### src/rtl/prog_counter_pkg.sv
package prog_counter_pkg;
    typedef enum logic [2:0] {
        OP_HOLD   = 3'd0,
        OP_STEP   = 3'd1,
        OP_JUMP   = 3'd2,
        OP_ADDLO  = 3'd3,
        OP_WRLO   = 3'd4,
        OP_CALL   = 3'd5,
        OP_RET    = 3'd6,
        OP_RETLIT = 3'd7
    } pc_op_e;
endpackage

### src/rtl/pc_next_calc.sv
module pc_next_calc #(
    parameter int PC_W = 21
) (
    input  logic [2:0]       op,
    input  logic [PC_W-1:0]  pc_q,
    input  logic [PC_W-1:0]  tgt,
    input  logic [7:0]       wreg,
    input  logic [PC_W-17:0] hi_q,
    input  logic [7:0]       mid_q,
    input  logic [PC_W-1:0]  top_val,
    input  logic             stk_empty,
    output logic [PC_W-1:0]  pc_d,
    output logic [PC_W-1:0]  push_val,
    output logic             push,
    output logic             pop,
    output logic             cap_lit
);
    import prog_counter_pkg::*;

    logic [PC_W-1:0] raw_d;
    logic [7:0]      low_sum;

    always_comb begin
        low_sum  = pc_q[7:0] + wreg;
        push_val = pc_q + PC_W'(2);
        raw_d    = pc_q;
        push     = 1'b0;
        pop      = 1'b0;
        cap_lit  = 1'b0;
        case (pc_op_e'(op))
            OP_STEP:  raw_d = pc_q + PC_W'(2);
            OP_JUMP:  raw_d = tgt;
            OP_ADDLO: raw_d = {hi_q, mid_q, low_sum};
            OP_WRLO:  raw_d = {hi_q, mid_q, wreg};
            OP_CALL: begin
                push  = 1'b1;
                raw_d = tgt;
            end
            OP_RET, OP_RETLIT: begin
                pop     = 1'b1;
                cap_lit = (pc_op_e'(op) == OP_RETLIT);
                raw_d   = stk_empty ? '0 : top_val;
            end
            default: raw_d = pc_q;
        endcase
        pc_d = {raw_d[PC_W-1:1], 1'b0};
    end
endmodule

### src/rtl/pc_latch_bank.sv
module pc_latch_bank #(
    parameter int PC_W = 21
) (
    input  logic             clk,
    input  logic             rst_n,
    input  logic             lo_rd,
    input  logic [PC_W-1:8]  pc_hi_bits,
    input  logic             hi_we,
    input  logic             mid_we,
    input  logic [7:0]       wdata,
    output logic [PC_W-17:0] hi_q,
    output logic [7:0]       mid_q
);
    typedef struct packed {
        logic [PC_W-17:0] hi;
        logic [7:0]       mid;
    } latch_st_t;

    latch_st_t st_d, st_q;

    always_comb begin
        st_d = st_q;
        if (lo_rd) begin
            st_d.hi  = pc_hi_bits[PC_W-1:16];
            st_d.mid = pc_hi_bits[15:8];
        end
        if (hi_we)  st_d.hi  = wdata[PC_W-17:0];
        if (mid_we) st_d.mid = wdata;
    end

    always_ff @(posedge clk or negedge rst_n) begin
        if (!rst_n) st_q <= '0;
        else        st_q <= st_d;
    end

    assign hi_q  = st_q.hi;
    assign mid_q = st_q.mid;
endmodule

### src/rtl/pc_ret_stack.sv
module pc_ret_stack #(
    parameter int PC_W  = 21,
    parameter int DEPTH = 8
) (
    input  logic                       clk,
    input  logic                       rst_n,
    input  logic                       push,
    input  logic                       pop,
    input  logic [PC_W-1:0]            push_val,
    output logic [PC_W-1:0]            top_val,
    output logic                       empty,
    output logic [$clog2(DEPTH+1)-1:0] level,
    output logic                       ovf,
    output logic                       unf
);
    localparam int SP_W  = $clog2(DEPTH + 1);
    localparam int IDX_W = (DEPTH > 1) ? $clog2(DEPTH) : 1;

    typedef struct packed {
        logic [SP_W-1:0] sp;
        logic            ovf;
        logic            unf;
    } stk_st_t;

    stk_st_t          st_d, st_q;
    logic [PC_W-1:0]  mem_q [DEPTH];
    logic             full;
    logic             wr_en;
    logic [IDX_W-1:0] wr_idx;
    logic [IDX_W-1:0] rd_idx;

    always_comb begin
        full   = (st_q.sp == SP_W'(DEPTH));
        empty  = (st_q.sp == '0);
        wr_idx = IDX_W'(st_q.sp);
        rd_idx = IDX_W'(st_q.sp - SP_W'(1));
        wr_en  = push && !full;
        st_d   = st_q;
        if (push) begin
            if (full) st_d.ovf = 1'b1;
            else      st_d.sp  = st_q.sp + SP_W'(1);
        end
        if (pop) begin
            if (empty) st_d.unf = 1'b1;
            else       st_d.sp  = st_q.sp - SP_W'(1);
        end
        top_val = empty ? '0 : mem_q[rd_idx];
    end

    always_ff @(posedge clk or negedge rst_n) begin
        if (!rst_n) st_q <= '0;
        else        st_q <= st_d;
    end

    always_ff @(posedge clk or negedge rst_n) begin
        if (!rst_n) begin
            for (int i = 0; i < DEPTH; i++) mem_q[i] <= '0;
        end else if (wr_en) begin
            mem_q[wr_idx] <= push_val;
        end
    end

    assign level = st_q.sp;
    assign ovf   = st_q.ovf;
    assign unf   = st_q.unf;
endmodule

### src/rtl/prog_counter.sv
module prog_counter #(
    parameter int PC_W      = 21,
    parameter int STK_DEPTH = 8
) (
    input  logic                           clk,
    input  logic                           rst_n,
    input  logic [2:0]                     op,
    input  logic [PC_W-1:0]                jmp_tgt,
    input  logic [7:0]                     wreg,
    input  logic [7:0]                     lit_in,
    input  logic                           lo_rd,
    input  logic                           hi_we,
    input  logic                           mid_we,
    input  logic [7:0]                     latch_wdata,
    output logic [7:0]                     lo_rdata,
    output logic [PC_W-1:0]                pc,
    output logic [PC_W-17:0]               hi_latch,
    output logic [7:0]                     mid_latch,
    output logic [7:0]                     ret_byte,
    output logic [$clog2(STK_DEPTH+1)-1:0] stk_level,
    output logic                           stk_ovf,
    output logic                           stk_unf
);
    typedef struct packed {
        logic [PC_W-1:0] pc;
        logic [7:0]      ret_byte;
    } core_st_t;

    core_st_t        st_d, st_q;
    logic [PC_W-1:0] pc_nxt;
    logic [PC_W-1:0] push_val;
    logic [PC_W-1:0] top_val;
    logic            push;
    logic            pop;
    logic            cap_lit;
    logic            stk_empty;

    pc_next_calc #(.PC_W(PC_W)) i_next (
        .op        (op),
        .pc_q      (st_q.pc),
        .tgt       (jmp_tgt),
        .wreg      (wreg),
        .hi_q      (hi_latch),
        .mid_q     (mid_latch),
        .top_val   (top_val),
        .stk_empty (stk_empty),
        .pc_d      (pc_nxt),
        .push_val  (push_val),
        .push      (push),
        .pop       (pop),
        .cap_lit   (cap_lit)
    );

    pc_latch_bank #(.PC_W(PC_W)) i_latch (
        .clk        (clk),
        .rst_n      (rst_n),
        .lo_rd      (lo_rd),
        .pc_hi_bits (st_q.pc[PC_W-1:8]),
        .hi_we      (hi_we),
        .mid_we     (mid_we),
        .wdata      (latch_wdata),
        .hi_q       (hi_latch),
        .mid_q      (mid_latch)
    );

    pc_ret_stack #(.PC_W(PC_W), .DEPTH(STK_DEPTH)) i_stack (
        .clk      (clk),
        .rst_n    (rst_n),
        .push     (push),
        .pop      (pop),
        .push_val (push_val),
        .top_val  (top_val),
        .empty    (stk_empty),
        .level    (stk_level),
        .ovf      (stk_ovf),
        .unf      (stk_unf)
    );

    always_comb begin
        st_d    = st_q;
        st_d.pc = pc_nxt;
        if (cap_lit) st_d.ret_byte = lit_in;
    end

    always_ff @(posedge clk or negedge rst_n) begin
        if (!rst_n) st_q <= '0;
        else        st_q <= st_d;
    end

    assign pc       = st_q.pc;
    assign ret_byte = st_q.ret_byte;
    assign lo_rdata = st_q.pc[7:0];
endmodule

### config.mk
export PLATFORM = sky130hd
export DESIGN_NAME = prog_counter
export DESIGN_NICKNAME = d
export VERILOG_FILES = /design/src/rtl/prog_counter_pkg.sv /design/src/rtl/pc_next_calc.sv /design/src/rtl/pc_latch_bank.sv /design/src/rtl/pc_ret_stack.sv /design/src/rtl/prog_counter.sv
export SDC_FILE = /design/constraint.sdc
export NUM_CORES = 1
export LEC_CHECK = 0
export CAP_MARGIN = 20
export CORE_AREA = 2 2 204 166
export CTS_BUF_LIST = sky130_fd_sc_hd__clkbuf_16
export CTS_CLUSTER_SIZE = 28
export DETAILED_ROUTE_END_ITERATION = 6
export DIE_AREA = 0 0 206 168
export DONT_BUFFER_PORTS = 1
export HOLD_SLACK_MARGIN = 0.03
export PLACE_DENSITY = 0.6
export SLEW_MARGIN = 20
export SYNTH_ARGS = -nofsm -noshare
export SYNTH_HDL_FRONTEND = slang
export SYNTH_HIERARCHICAL = 1
export SYNTH_SLANG_ARGS = --single-unit
### constraint.sdc
create_clock -name clk -period 3.3 [get_ports clk]
set_clock_uncertainty 0.05 [all_clocks]
set_input_delay 0.66 -clock clk [delete_from_list [all_inputs] [get_ports clk]]
set_output_delay 0.66 -clock clk [all_outputs]
set_load 0.005 [all_outputs]
==> results.py, run 1 <==
metrics = {
    "timing": {
        "period_share_pct": 87.6,
        "layout_min_cycle_time_ns": 2.89,
        "setup_viol": 0,
        "rsz0062_at_grt": "false",
        "fmax_mhz": 346,
        "slew_headroom_pct": 43.8,
        "hold_slack_ns": -0.185,
        "worst_slew_pin_slew_ns": 0.839,
        "hold_viol_final": 208,
        "fin_tns_setup_ns": 0,
        "final_max_slew_viol_count": 0,
    },
    "global_route": {
        "grt_pass1_wl_um": 45800,
        "grt.overflow.total": 0,
        "grt_max_degree": 209,
        "track_usage_pct": 17.5,
        "antenna_found_initial": 0,
        "grt_pass1_vias": 7234,
    },
    "floorplan": {
        "die_area_mm2": 0.0346,
        "die_x_um": 206,
        "start_util_pct": 33.3,
        "die_y_um": 168,
        "rows": 60,
        "core_mm2": 0.0329,
        "ios": 109,
    },
    "cts": {
        "ctsResizeCount": 0,
        "cts_buffer_depth": 3,
        "cts_sinks": 208,
        "htreeDepth": 1,
        "clkTransAtPathRegs_ns": 0.06,
        "insertion_delay_ns": 0.52,
        "cts_tree": "yes",
        "cts-root-buf": "clkbuf_16",
        "cts-buffers-inserted": 23,
        "cts_setup_buffers": 0,
    },
    "setup_path": {
        "rr_startpoint": "i_stack/level[0]$_DFF_PN0_",
        "critPathMostFrequentCell": "a221oi_1",
        "start_kind": "flip-flop",
        "max_stage_delay_ns": 0.66,
        "crit_path_end_kind": "flip-flop",
        "crit_path_cell_trace": "inv_1 -> ha_2 -> buf_12 -> mux4_2 -> a22o_1 -> a221oi_1 -> a21oi_1 -> a221oi_1 -> a211oi_1",
        "crit_type": "flip-flop to flip-flop",
        "reg2reg_depth": 9,
        "ff2ff_setup_slack_ns": 0.41,
        "worstPathBufferInverterCount": 2,
        "critPathMaxFanout": 13,
        "arrival_ns": 3.22,
        "crit_cells": 9,
        "crit_slowest_cell": "ha_2",
        "worst_ep_required_time_ns": 3.63,
        "r2r_end": "pc[6]$_DFF_PN0_",
        "crit_family": "compound AO/OA/AOI/OAI gates",
    },
    "routing": {
        "dr.pass1.iters": 5,
        "ant_nets": 0,
        "viasPerCell": 5.60,
        "vias": 7261,
        "drt_wl_total_um": 30500,
        "drt_iter0_drc": 614,
        "drc": 0,
        "wl_per_cell_um": 23.5,
    },
    "cells_and_area": {
        "area_growth_syn_to_layout_pct": 10.8,
        "insertedDiodeCount": 0,
        "drive_above_1_share_pct": 34.8,
        "fillers": 3119,
        "finalNetCount": 912,
    },
    "placed_design": {
        "gp_congestion": 0.816,
        "port-buffer-count": 0,
        "dp_hpwl_um": 19700,
    },
    "status": {
        "violations": "negative hold slack",
        "status": "finished, violations left",
    },
    "synth": {
        "synthCells": 856,
        "syn-num-nets": 919,
        "synth_area_mm2": 0.0110,
        "yosys_warnings": 6,
        "syn_area_per_cell_um2": 12.8,
    },
    "flow_run": {
        "cap_violations": 0,
    },
    "min_path": {
        "hp-class": "input port to async pin",
    },
    "power": {
        "ir_drop_mv": 0.423,
        "power_per_cell_area_mw_per_mm2": 854,
        "power.total_uw": 10400,
        "p_leak_uw": 0.00542,
    },
}
-- layout make-up --
cell class / instances / area, um^2 / share of cell area, %
Clock inverter: 16 / 120 / 0.990
Clock buffer: 23 / 576 / 4.74
Inverter: 18 / 70.1 / 0.577
Tap cell: 434 / 543 / 4.48
Sequential cell: 208 / 5210 / 42.9
Timing Repair Buffer: 34 / 330 / 2.72
Multi-Input combinational cell: 564 / 5290 / 43.6
-- worst max path at each step --
stage | end | slack [ns] | start
2_1_floorplan | pc[7]$_DFF_PN0_ | 0.49 | i_stack/level[1]$_DFF_PN0_
3_3_place_gp | pc[9]$_DFF_PN0_ | 0.45 | i_stack/level[0]$_DFF_PN0_
3_5_place_dp | pc[9]$_DFF_PN0_ | 0.43 | i_stack/level[0]$_DFF_PN0_
4_1_cts | pc[9]$_DFF_PN0_ | 0.41 | i_stack/level[0]$_DFF_PN0_
5_1_grt | pc[6]$_DFF_PN0_ | 0.25 | i_stack/level[0]$_DFF_PN0_
6_report | pc[6]$_DFF_PN0_ | 0.41 | i_stack/level[0]$_DFF_PN0_
-- where the power goes --
group	internal, uW	switching [uW]
logic	2040	1830
registers	3430	622
clock network	1410	1030
-- layer usage --
layer	vias to the layer above	routed length [um]	track usage (%)
li1	3178	-	-
met1	3792	13300	24.6
met2	258	14200	27.7
met3	33	2420	4.20
met4	0	523	3.35
met5	-	0	0
-- layout by cell type, fill, tap and decap left out, types with 22 or more instances in the layout --
master / instances
a21oi_1: 36
mux4_2: 41
o21ai_0: 22
clkbuf_16: 23
nor2_1: 23
a22o_1: 28
nand2_1: 51
dfrtp_1: 207
mux2_2: 158
buf_4: 28
-- registers in the layout, indices dropped and copies added, names as in the netlist --
| register | flops |
|---|---|
| i_stack/mem_q | 160 |
| i_stack/level | 4 |
| i_stack/unf | 1 |
| i_latch/hi_q | 5 |
| pc | 21 |
| ret_byte | 8 |
| i_stack/ovf | 1 |
| i_latch/mid_q | 8 |
-- worst reg2reg max path, cell delays in order (launching register included) --
cell and delay (ns):
dfrtp_4 0.42, inv_1 0.10, ha_2 0.66, buf_12 0.22
mux4_2 0.33, a22o_1 0.27, a221oi_1 0.27, a21oi_1 0.10
a221oi_1 0.25, a211oi_1 0.09
-- per-stage QoR --
step	worst slack (ns)	instances	hold slack, ns	utilization (%)	area (um^2)
floorplan	0.494	856	0.314	-	11000
global placement	0.451	1258	0.329	34.8	11400
detailed placement	0.427	1258	0.328	34.8	11400
CTS	0.413	1297	-0.229	36.9	12100
global route	0.246	1297	-0.212	36.9	12100
finish	0.410	1297	-0.185	36.9	12100
Note: power is estimated with default switching activity, not from simulation.
==> run 2, diff against run 1 <==
==> constraint.sdc (replaced) <==
create_clock -name clk -period 3.7 [get_ports clk]
set_clock_uncertainty 0.05 [all_clocks]
set_input_delay 0.74 -clock clk [delete_from_list [all_inputs] [get_ports clk]]
set_output_delay 0.74 -clock clk [all_outputs]
set_load 0.005 [all_outputs]
==> results.py, run 2 (synthesis gave the netlist of run 1 again) <==
metrics = {
    "routing": {
        "drt_wl_total_um": 29700,
        "drc": 0,
        "ant_nets": 0,
        "dr.pass1.iters": 5,
        "drt_iter0_drc": 534,
        "viasPerCell": 5.55,
        "wl_per_cell_um": 23.0,
        "vias": 7160,
    },
    "setup_path": {
        "critPathMaxFanout": 10,
        "crit_path_cell_trace": "inv_1 -> ha_2 -> nand2_1 -> mux2i_2 -> a22o_1 -> a22oi_1 -> o221ai_1 -> o21ai_2 -> a2bb2oi_2",
        "max_stage_delay_ns": 0.91,
        "crit_family": "compound AO/OA/AOI/OAI gates",
        "worstPathBufferInverterCount": 1,
        "crit_path_end_kind": "flip-flop",
        "crit_type": "flip-flop to flip-flop",
        "start_kind": "flip-flop",
        "arrival_ns": 3.54,
        "worst_ep_required_time_ns": 4.10,
        "crit_slowest_cell": "mux2i_2",
    },
    "power": {
        "pwr-share-comb_pct": 36.3,
        "intPower_uw": 6060,
        "p_seq_share_pct": 40.3,
        "clock_power_share_pct": 23.4,
        "sw_frac_of_total_pct": 33.8,
        "p_sw_uw": 3090,
        "p_leak_uw": 0.00539,
        "power_per_cell_area_mw_per_mm2": 760,
        "ir_drop_mv": 0.345,
    },
    "cells_and_area": {
        "design_area_mm2": 0.0120,
        "fillers": 3151,
        "largest_reg_flops": 160,
        "insertedDiodeCount": 0,
        "layout_commonest_cell": "dfrtp_1",
        "finalNetCount": 903,
        "drive_above_1_share_pct": 34.4,
        "area_growth_syn_to_layout_pct": 9.78,
        "regMostFlops": "i_stack/mem_q",
        "layout.cells.non_filler": 1289,
        "final_cell_mix": "dfrtp_1, mux2_2, nand2_1, mux4_2, a21oi_1",
    },
    "cts": {
        "clkTransAtPathRegs_ns": 0.06,
        "cts_buffer_depth": 3,
        "ctsResizeCount": 0,
        "insertion_delay_ns": 0.52,
        "cts-root-buf": "clkbuf_16",
        "cts_sinks": 208,
        "cts_setup_buffers": 0,
        "cts_tree": "yes",
        "cts-buffers-inserted": 24,
        "htreeDepth": 1,
    },
    "timing": {
        "setup_viol": 0,
        "fin_tns_setup_ns": 0,
        "rsz0062_at_grt": "false",
        "slew_headroom_pct": 24.7,
        "layout_min_cycle_time_ns": 3.15,
        "hold_slack_ns": -0.128,
        "hold_viol_final": 208,
        "final_max_slew_viol_count": 0,
        "period_share_pct": 85.1,
        "fmax_mhz": 318,
        "worst_slew_pin_slew_ns": 1.11,
    },
    "floorplan": {
        "rows": 60,
        "core_mm2": 0.0329,
        "start_util_pct": 33.3,
        "die_y_um": 168,
        "die_area_mm2": 0.0346,
        "ios": 109,
        "die_x_um": 206,
    },
    "global_route": {
        "grt_pass1_vias": 7334,
        "grt_pass1_wl_um": 45200,
        "antenna_found_initial": 0,
        "grt_max_degree": 209,
        "grt.overflow.total": 0,
        "track_usage_pct": 17.2,
    },
    "status": {
        "violations": "negative hold slack",
        "status": "finished, violations left",
    },
    "min_path": {
        "hp-class": "input port to async pin",
    },
    "placed_design": {
        "placed_area_mm2": 0.0113,
        "post-place-cells": 1248,
        "port-buffer-count": 0,
        "dp_hpwl_um": 19200,
        "gp_congestion": 0.786,
    },
    "flow_run": {
        "cap_violations": 0,
    },
}
run 2: cell count changes in the layout (fill, tap and decap cells not counted), sizes merged:
cell and delta:
clkinv -3, buf -10, inv +5, clkbuf +2
bufinv -2
run 2: routing by layer:
metal | part of all wire, % | up-vias | track usage [%] | routed length, um
met5 | 0 | - | 0 | 0
met4 | 2.3 | 0 | 4.01 | 684
met3 | 6.8 | 47 | 3.76 | 2020
met2 | 46 | 214 | 27.5 | 13500
met1 | 45 | 3745 | 23.8 | 13400
li1 | - | 3154 | - | -
run 2: stage by stage:
| step | total power (uW) | util, % | setup slack (ns) | hold WS (ns) |
|---|---|---|---|---|
| 6_report | 9140 | 36.6 | 0.552 | -0.128 |
| 5_1_grt | 9670 | 36.6 | 0.322 | -0.151 |
| 4_1_cts | 9190 | 36.6 | 0.670 | -0.144 |
| 3_5_place_dp | 7020 | 34.4 | 0.697 | 0.407 |
| 3_3_place_gp | 6930 | 34.4 | 0.694 | 0.406 |
| 2_1_floorplan | 6120 | - | 0.894 | 0.394 |
run 2: area by class of cell:
type,count,area (um^2),area share (%)
flip-flops and latches,208,5210,43.3
repair buffers,24,218,1.81
clock inverters,16,71.3,0.593
clock buffers,25,626,5.20
inverters,18,70.1,0.583
multi-input cells,564,5290,44.0
well taps,434,543,4.52
run 2: final timing paths:
path,start,endpoint,slack (ns),depth (start not counted)
max,i_stack/level[0]$_DFF_PN0_,pc[19]$_DFF_PN0_,0.55,9
min,rst_n,i_stack/mem_q[16]$_DFFE_PN0P_,-0.13,0
max reg2reg,i_stack/level[0]$_DFF_PN0_,pc[19]$_DFF_PN0_,0.55,9
min reg2reg,i_stack/mem_q[86]$_DFFE_PN0P_,i_stack/mem_q[86]$_DFFE_PN0P_,0.44,1
max in group asynchronous,rst_n,i_stack/level[0]$_DFF_PN0_,3.34,0
min in group clk,op[1],pc[4]$_DFF_PN0_,0.26,1
run 2: power groups by stage:
stage          Sequential (uW)  Combinational, uW  Clock [uW]
3_3_place_gp              3680               3250           0
3_5_place_dp              3720               3300           0
4_1_cts                   3690               3320        2190
6_report                  3690               3320        2140
2_1_floorplan             3450               2670           0
5_1_grt                   3790               3590        2290
